===== src/rtl/sleep_stretch_pkg.sv =====
package sleep_stretch_pkg;

    localparam int CNT_W   = 12;
    localparam int NUM_CH  = 2;

    localparam int SUS_D1  = 500;
    localparam int SUS_D2  = 1000;
    localparam int SUS_D3  = 4000;
    localparam int AUX_D1  = 4000;
    localparam int AUX_D2  = 98;
    localparam int AUX_D3  = 2000;

    typedef enum logic [1:0] {
        CTX_NONE = 2'b00,
        CTX_COLD = 2'b01,
        CTX_DEEP = 2'b10,
        CTX_RSVD = 2'b11
    } wake_ctx_e;

    typedef enum logic {
        CH_AUX = 1'b0,
        CH_SUS = 1'b1
    } chan_e;

    typedef struct packed {
        logic             active;
        logic [CNT_W-1:0] cnt;
        logic [CNT_W-1:0] lim;
    } chan_state_t;

    function automatic logic [CNT_W-1:0] code_ticks(chan_e ch, logic [1:0] code);
        logic [CNT_W-1:0] t;
        if (ch == CH_SUS) begin
            case (code)
                2'b01:   t = CNT_W'(SUS_D1);
                2'b10:   t = CNT_W'(SUS_D2);
                2'b11:   t = CNT_W'(SUS_D3);
                default: t = '0;
            endcase
        end else begin
            case (code)
                2'b01:   t = CNT_W'(AUX_D1);
                2'b10:   t = CNT_W'(AUX_D2);
                2'b11:   t = CNT_W'(AUX_D3);
                default: t = '0;
            endcase
        end
        return t;
    endfunction

    function automatic logic skip_stretch(chan_e ch, logic dis, wake_ctx_e ctx);
        if (!dis) return 1'b0;
        if (ch == CH_SUS) return (ctx == CTX_COLD);
        return (ctx == CTX_COLD) || (ctx == CTX_DEEP);
    endfunction

endpackage


===== src/rtl/sstr_cfg_regs.sv =====
module sstr_cfg_regs
    import sleep_stretch_pkg::*;
(
    input  logic       clk,
    input  logic       rtc_rst,
    input  logic       we,
    input  logic       lock,
    input  logic [1:0] aux_wdata,
    input  logic [1:0] sus_wdata,
    output logic [1:0] aux_code,
    output logic [1:0] sus_code
);

    always_ff @(posedge clk) begin
        if (rtc_rst) begin
            aux_code <= 2'b00;
            sus_code <= 2'b00;
        end else if (we && !lock) begin
            aux_code <= aux_wdata;
            sus_code <= sus_wdata;
        end
    end

endmodule


===== src/rtl/sstr_channel.sv =====
module sstr_channel
    import sleep_stretch_pkg::*;
#(
    parameter chan_e KIND = CH_AUX
) (
    input  logic       clk,
    input  logic       rst,
    input  logic       tick,
    input  logic       req,
    input  logic [1:0] code,
    input  logic       dis,
    input  wake_ctx_e  ctx,
    output logic       slp_n,
    output logic       stretching
);

    chan_state_t st;
    logic        reached;

    assign reached = (st.cnt >= st.lim);

    always_ff @(posedge clk) begin
        if (rst) begin
            st <= '0;
        end else if (!st.active) begin
            if (req) begin
                st.active <= 1'b1;
                st.cnt    <= '0;
                st.lim    <= skip_stretch(KIND, dis, ctx) ? '0 : code_ticks(KIND, code);
            end
        end else begin
            if (tick && !reached) st.cnt <= st.cnt + CNT_W'(1);
            if (!req && reached)  st.active <= 1'b0;
        end
    end

    assign slp_n      = !st.active;
    assign stretching = st.active && !req;

endmodule


===== src/rtl/sleep_stretcher.sv =====
module sleep_stretcher
    import sleep_stretch_pkg::*;
(
    input  logic       clk,
    input  logic       rst,
    input  logic       rtc_rst,
    input  logic       tick_ms,
    input  logic       req_aux,
    input  logic       req_sus,
    input  logic       cfg_we,
    input  logic       cfg_lock,
    input  logic [1:0] cfg_aux_wdata,
    input  logic [1:0] cfg_sus_wdata,
    input  logic       cfg_dis_pwrup,
    input  logic [1:0] wake_ctx,
    output logic [1:0] aux_code,
    output logic [1:0] sus_code,
    output logic       slp_aux_n,
    output logic       slp_sus_n,
    output logic       aux_stretching,
    output logic       sus_stretching
);

    logic [1:0] code_v [NUM_CH];
    logic       req_v  [NUM_CH];
    logic       slp_v  [NUM_CH];
    logic       str_v  [NUM_CH];

    sstr_cfg_regs u_cfg (
        .clk       (clk),
        .rtc_rst   (rtc_rst),
        .we        (cfg_we),
        .lock      (cfg_lock),
        .aux_wdata (cfg_aux_wdata),
        .sus_wdata (cfg_sus_wdata),
        .aux_code  (aux_code),
        .sus_code  (sus_code)
    );

    assign code_v[CH_AUX] = aux_code;
    assign code_v[CH_SUS] = sus_code;
    assign req_v[CH_AUX]  = req_aux;
    assign req_v[CH_SUS]  = req_sus;

    for (genvar g = 0; g < NUM_CH; g++) begin : g_ch
        sstr_channel #(.KIND(chan_e'(g))) u_ch (
            .clk        (clk),
            .rst        (rst),
            .tick       (tick_ms),
            .req        (req_v[g]),
            .code       (code_v[g]),
            .dis        (cfg_dis_pwrup),
            .ctx        (wake_ctx_e'(wake_ctx)),
            .slp_n      (slp_v[g]),
            .stretching (str_v[g])
        );
    end

    assign slp_aux_n      = slp_v[CH_AUX];
    assign slp_sus_n      = slp_v[CH_SUS];
    assign aux_stretching = str_v[CH_AUX];
    assign sus_stretching = str_v[CH_SUS];

endmodule


===== config.mk =====
export PLATFORM = sky130hd
export DESIGN_NAME = sleep_stretcher
export DESIGN_NICKNAME = d
export VERILOG_FILES = /design/src/rtl/sleep_stretch_pkg.sv /design/src/rtl/sstr_cfg_regs.sv /design/src/rtl/sstr_channel.sv /design/src/rtl/sleep_stretcher.sv
export SDC_FILE = /design/constraint.sdc
export NUM_CORES = 1
export LEC_CHECK = 0
export ABC_AREA = 1
export CORE_ASPECT_RATIO = 1.5
export CORE_MARGIN = 4
export CORE_UTILIZATION = 45
export CTS_BUF_LIST = sky130_fd_sc_hd__clkbuf_8
export CTS_CLUSTER_DIAMETER = 60
export DETAILED_ROUTE_END_ITERATION = 8
export PLACE_DENSITY = 0.66
export SLEW_MARGIN = 20
export SYNTH_ARGS = -nofsm -noshare
export SYNTH_HDL_FRONTEND = slang
export SYNTH_SLANG_ARGS = --single-unit

===== constraint.sdc =====
create_clock -name clk -period 2.3 [get_ports clk]
set_clock_uncertainty 0.05 [all_clocks]
set_input_delay 0.23 -clock clk [delete_from_list [all_inputs] [get_ports clk]]
set_output_delay 0.23 -clock clk [all_outputs]
set_load 0.03 [all_outputs]

Word-level counts from Yosys, hierarchy flattened --
Index checks and enable logic that the tools add are counted.
Operators by class: add/subtract/negate cells 2, bitwise gates (word level) 2, equal/unequal tests 10, mux-type cells 33, reduce and logical (&&, ||, !) cells 21, order comparisons 2
Operators by type and width (count):
- $pmux W12 S3 | 2
- $mux W25 | 2
- $mux W12 | 4
- $mux W13 | 2
- $add A12 B1 Y12 const B | 2
- $ge A12 B12 Y1 | 2
- $mux W1 | 23
- $eq A2 B2 Y1 const B | 5
- $reduce_and A2 Y1 | 4
- $logic_and A1 B1 Y1 | 7
- $logic_not A1 Y1 | 7
- $eq A2 B1 Y1 const B | 3
- $ne A2 B2 Y1 const B | 2
- $reduce_bool A2 Y1 | 2
- $not A1 Y1 | 2
- $logic_or A1 B1 Y1 | 1
Word-level totals: input port bits 15, logic and storage cells 78, output and inout bits 8, register bits after elaboration 54

Depth between registers and ports, before layout --
depth in word-level cells 16, gate-level depth with buffers 12, depth with buffers taken out 12

Modules after synthesis --
From an unflattened synthesis, not the netlist that was laid out.
Second synthesis, totals: cell total of the unflattened synthesis 411, area total of the unflattened synthesis 2914.0 um^2
By module, submodules not included:
- sstr_channel at g_ch[1].u_ch | area an instance 1416.4 um^2, cells an instance 205, seq. area each 380.4 um^2, times used 1
- sstr_channel at g_ch[0].u_ch | area an instance 1320.0 um^2, cells an instance 178, seq. area each 380.4 um^2, times used 1
- sstr_cfg_regs | area an instance 177.7 um^2, cells an instance 28, seq. area each 80.1 um^2, times used 1

Worst setup path after synthesis --
No wires, ideal clock.
kind reg-to-reg, start register g_ch[1].u_ch.st[10] (netlist bit), end register g_ch[1].u_ch.st[20] (netlist bit), data required time 2.136 ns, cell stages (with the launch flop) 9, path buffers 1, period minus slack after synthesis 1.615 ns, path slack 0.685 ns, arrival time 1.451 ns, library setup time 0.114 ns, cells stage by stage dfxtp_1 > inv_1 > ha_1 > a21o_1 > nor2_1 > nand4_1 > buf_2 > a21oi_1 > nor2_1
Between the ends: word-level cells in the longest chain between the ends 5
RTL lines:
- from (decl) | line sstr_channel.sv:17 | chan_state_t st;
- $ge A12 B12 Y1 | line sstr_channel.sv:20 | assign reached = (st.cnt >= st.lim);
- $logic_not A1 Y1 | line sstr_channel.sv:32 | if (tick && !reached) st.cnt <= st.cnt + CNT_W'(1);
- $logic_and A1 B1 Y1 | line sstr_channel.sv:32
- $ne A2 B2 Y1 (no line)
- $reduce_and A2 Y1 (no line)
Every way passes these cells. A chain may end at the register's enable or synchronous reset.

Worst setup path after layout --
start register g_ch[1].u_ch.st[21] (netlist bit), end register g_ch[1].u_ch.st[22] (netlist bit)
Between the ends: word-level cells in the longest chain between the ends 5, elaborated cells between the ends (all ways) 8, those cells by class 1 x add/sub; 1 x order compare; 1 x eq/ne; 2 x mux; 3 x reduce/logical
RTL lines (line):
- $ge A12 B12 Y1 | sstr_channel.sv:20
- $logic_not A1 Y1 | sstr_channel.sv:32
- $logic_and A1 B1 Y1 | sstr_channel.sv:32
- $ne A2 B2 Y1 (no line)
- $reduce_and A2 Y1 (no line)
Several ways; a longest one is shown, not always the timed one. The select of a mux whose other input is x is not followed.

==> impl_metrics.csv <==
group,metric,value,unit
timing,hold_violations,0,
timing,timing.slew.headroom,0.5581,
global_route,grt_first_pass_wirelength,11080,µm
clock_tree,cts_num_sinks,42,
timing,max_slew.worst_pin.slew,0.6621,ns
final_layout,antenna-diode-count,0,
synthesis,synth.net_count,450,
clock_tree,number_of_buffers_inserted_by_hold_repair_at_cts,0,
detailed_routing,post_drt_wl_per_cell,12.87,µm
synthesis,synth_enable_flop_cells,0,
timing,share_of_the_clock_period_used_by_the_worst_path_after_layout,0.9010,
synthesis,yosys_warnings,0,
worst_setup_path,cp_data_arrival_time,2.22,ns
global_route,grt.met1_usage,0.2042,
pwr,p_int,1192,µW
timing,report.final.slew_viol_count,0,
clock_tree,clock_path_buffers,2,
pwr,power.static_leakage,0.001355,µW
detailed_routing,route.detailed.vias_per_inst,5.065,
detailed_routing,detail_route.wirelength,6499,µm
timing,grt_setup_unrepaired,"no",
detailed_routing,routed-via-count,2558,
run_status,run_status,"completed",
pwr,p_clk_frac,0.344,
global_route,met2_usage,0.3263,
placed_design,dpl_ws,0.2496,ns
synthesis,synth.cell_area,2743,µm²
pwr,power.combinational.fraction,0.191,
placed_design,dpl-instance-area,3088,µm²
final_layout,layout.cells.most_common,"nand2_1",
timing,tns,0,ns
clock_tree,cts.repair_timing.setup_buffer_count,0,
synthesis,synth.distinct_cells,31,
clock_tree,clk_root_buffer_cell,"clkbuf_8",
floorplan,chipWidth,71.74,µm
final_layout,final_layout_size_suffix_gt1_frac,0.06236,
placed_design,place_congestion,0.8592,
synthesis,ys_seq_area_frac,0.3066,
clock_tree,numCtsBuffers,5,
detailed_routing,drt-initial-drc-count,127,
timing,period_needed,2.072,ns
detailed_routing,drt-pass1-iter-count,4,
pwr,power.switching,480.0,µW
clock_tree,h-tree-depth,2,
final_layout,final_nets,481,
synthesis,postSynthRegisterBits,42,
clock_tree,cts_resized,0,
clock_tree,clkTransAtPathRegs,0.08,ns
floorplan,die_height,103.6,µm
placed_design,detailed_place_hpwl,5042,µm
worst_setup_path,timing.critical_path.required,2.45,ns
synthesis,syn_inst,401,
final_layout,fill_cells,591,
global_route,grt_max_degree,23,
pwr,seq_power_share,0.465,
worst_setup_path,crit_fanout,11,
final_layout,flow.area_growth_from_synthesis,16.56,%
worst_setup_path,timing.critical_path.from_type,"register",
global_route,grt.busiest_layer,"met2",
global_route,antenna_found_initial,0,
timing,setup_slack,0.2277,ns
pwr,sw_share,0.2870,
clock_tree,worstSkewPairLatency,0.29,ns
synthesis,synthFlopType,"dfxtp_1",
worst_hold_path,holdCritPathClass,"register to register",
final_layout,design_area,3197,µm²
timing,max_freq,0.4825,GHz
floorplan,top_level_ports,23,
synthesis,asyncSetResetFlopFracSynth,0,
detailed_routing,remaining_drc_errors,0,
worst_setup_path,regToRegSetupSlack,0.23,ns
global_route,global_route.overflow_total,0,
floorplan,floorplan.core_area,5871,µm²
global_route,gr-usage-met3,0.02810,
timing,setup_viol_count_final,0,
worst_setup_path,timing.critical_path.to_type,"register",
synthesis,syn_area_per_cell,6.839,µm²
floorplan,die-area,7433,µm²
clock_tree,tritoncts,"built",
global_route,grt_use_total,0.1849,
job,cap_viol_max_count,0,
floorplan,initial_core_util,0.4672,
global_route,first_global_vias,2483,
placed_design,port_buffers,22,
pwr,power_density,523.1,nW/µm²
worst_setup_path,worstSetupPathType,"register to register",
detailed_routing,drtAntennaViolNets,0,
final_layout,commonest_cells_after_routing_fill_and_taps_aside,"nand2_1 (94), inv_1 (54), nor2_1 (43)",
pwr,vdd.ir_drop.worst,0.3323,mV
floorplan,num_rows,34,
==> state kept, by name, summed over array words and instances (netlist names) <==
signal,flops
g_ch.u_ch.st,38
u_cfg.aux_code,2
u_cfg.sus_code,2
==> cells in the mapped netlist, types with 2 or more instances <==
cell type | number | area share
dfxtp_1 | 42 | 0.31
a211oi_1 | 7 | 0.019
ha_1 | 34 | 0.16
a21oi_1 | 41 | 0.075
xor2_1 | 4 | 0.013
clkbuf_1 | 4 | 0.0055
nand3b_1 | 2 | 0.0055
o21ai_0 | 5 | 0.0091
nand4_1 | 3 | 0.0068
nor3b_1 | 2 | 0.0055
buf_2 | 2 | 0.0036
nor2_1 | 43 | 0.059
nand3_1 | 42 | 0.077
nand2_2 | 2 | 0.0046
inv_1 | 54 | 0.074
nor3_1 | 2 | 0.0036
xnor2_1 | 3 | 0.0096
nor2_2 | 3 | 0.0068
nand2_1 | 94 | 0.13
==> routing by layer <==
| metal | share of wire | routed length [µm] |
|---|---|---|
| met3 | 0.022 | 143 |
| met1 | 0.41 | 2637 |
| met4 | 0.042 | 273 |
| met2 | 0.53 | 3445 |
| met5 | 0 | 0 |
==> cells by family (layout without fill, tap and decap cells) <==
group / count (synthesis) / in the layout / share of synthesized area
compound gates: 58 / 58 / 0.1168
simple gates: 196 / 196 / 0.3079
xor+xnor: 7 / 7 / 0.02235
flops: 42 / 42 / 0.3066
buf+inv: 64 / 96 / 0.09123
fa+ha+maj: 34 / 34 / 0.1551
==> critical path, cell delays in order (launching register included) <==
cell	delay, ns
dfxtp_1	0.44
ha_1	0.29
nand2_1	0.07
inv_1	0.04
nand2_1	0.07
inv_1	0.04
nand2_1	0.08
nand4_1	0.40
nand2_1	0.31
and2_1	0.16
nor2_1	0.04
==> final timing paths <==
kind,start,endpoint,depth (start not counted)
min reg2reg,g_ch[0].u_ch.st[11]$_SDFFE_PP0P_,g_ch[0].u_ch.st[11]$_SDFFE_PP0P_,2
min,g_ch[0].u_ch.st[11]$_SDFFE_PP0P_,g_ch[0].u_ch.st[11]$_SDFFE_PP0P_,2
max reg2reg,g_ch[1].u_ch.st[21]$_SDFFE_PP0P_,g_ch[1].u_ch.st[22]$_SDFFE_PP0P_,10
max,g_ch[1].u_ch.st[21]$_SDFFE_PP0P_,g_ch[1].u_ch.st[22]$_SDFFE_PP0P_,10
==> cell type report <==
class,instances,area (µm²),area share
clock buffers,5,68.82,0.02153
clock inverters,3,40.04,0.01252
flip-flops and latches,42,840.8,0.2630
repair buffers,32,295.3,0.09237
well taps,72,90.09,0.02818
multi-input cells,295,1652,0.5166
inverters,56,210.2,0.06575
==> power groups by stage <==
| stage | registers (µW) | logic (µW) | clock network (µW) |
|---|---|---|---|
| 6_report | 777 | 319 | 576 |
| 5_1_grt | 782 | 362 | 623 |
| 4_1_cts | 777 | 322 | 595 |
| 3_5_place_dp | 794 | 321 | 0 |
| 3_3_place_gp | 794 | 315 | 0 |
| 2_1_floorplan | 797 | 208 | 0 |
==> per-stage QoR <==
stage | hold WS (ns) | total power, µW | instances | util
floorplan | 0.2585 | 1005 | 401 | -
global placement | 0.4054 | 1110 | 497 | 0.5260
detailed placement | 0.4082 | 1115 | 497 | 0.5260
CTS | 0.4203 | 1694 | 505 | 0.5445
global route | 0.4519 | 1767 | 505 | 0.5445
finish | 0.4188 | 1672 | 505 | 0.5445
(Power assumes the default switching activity.)
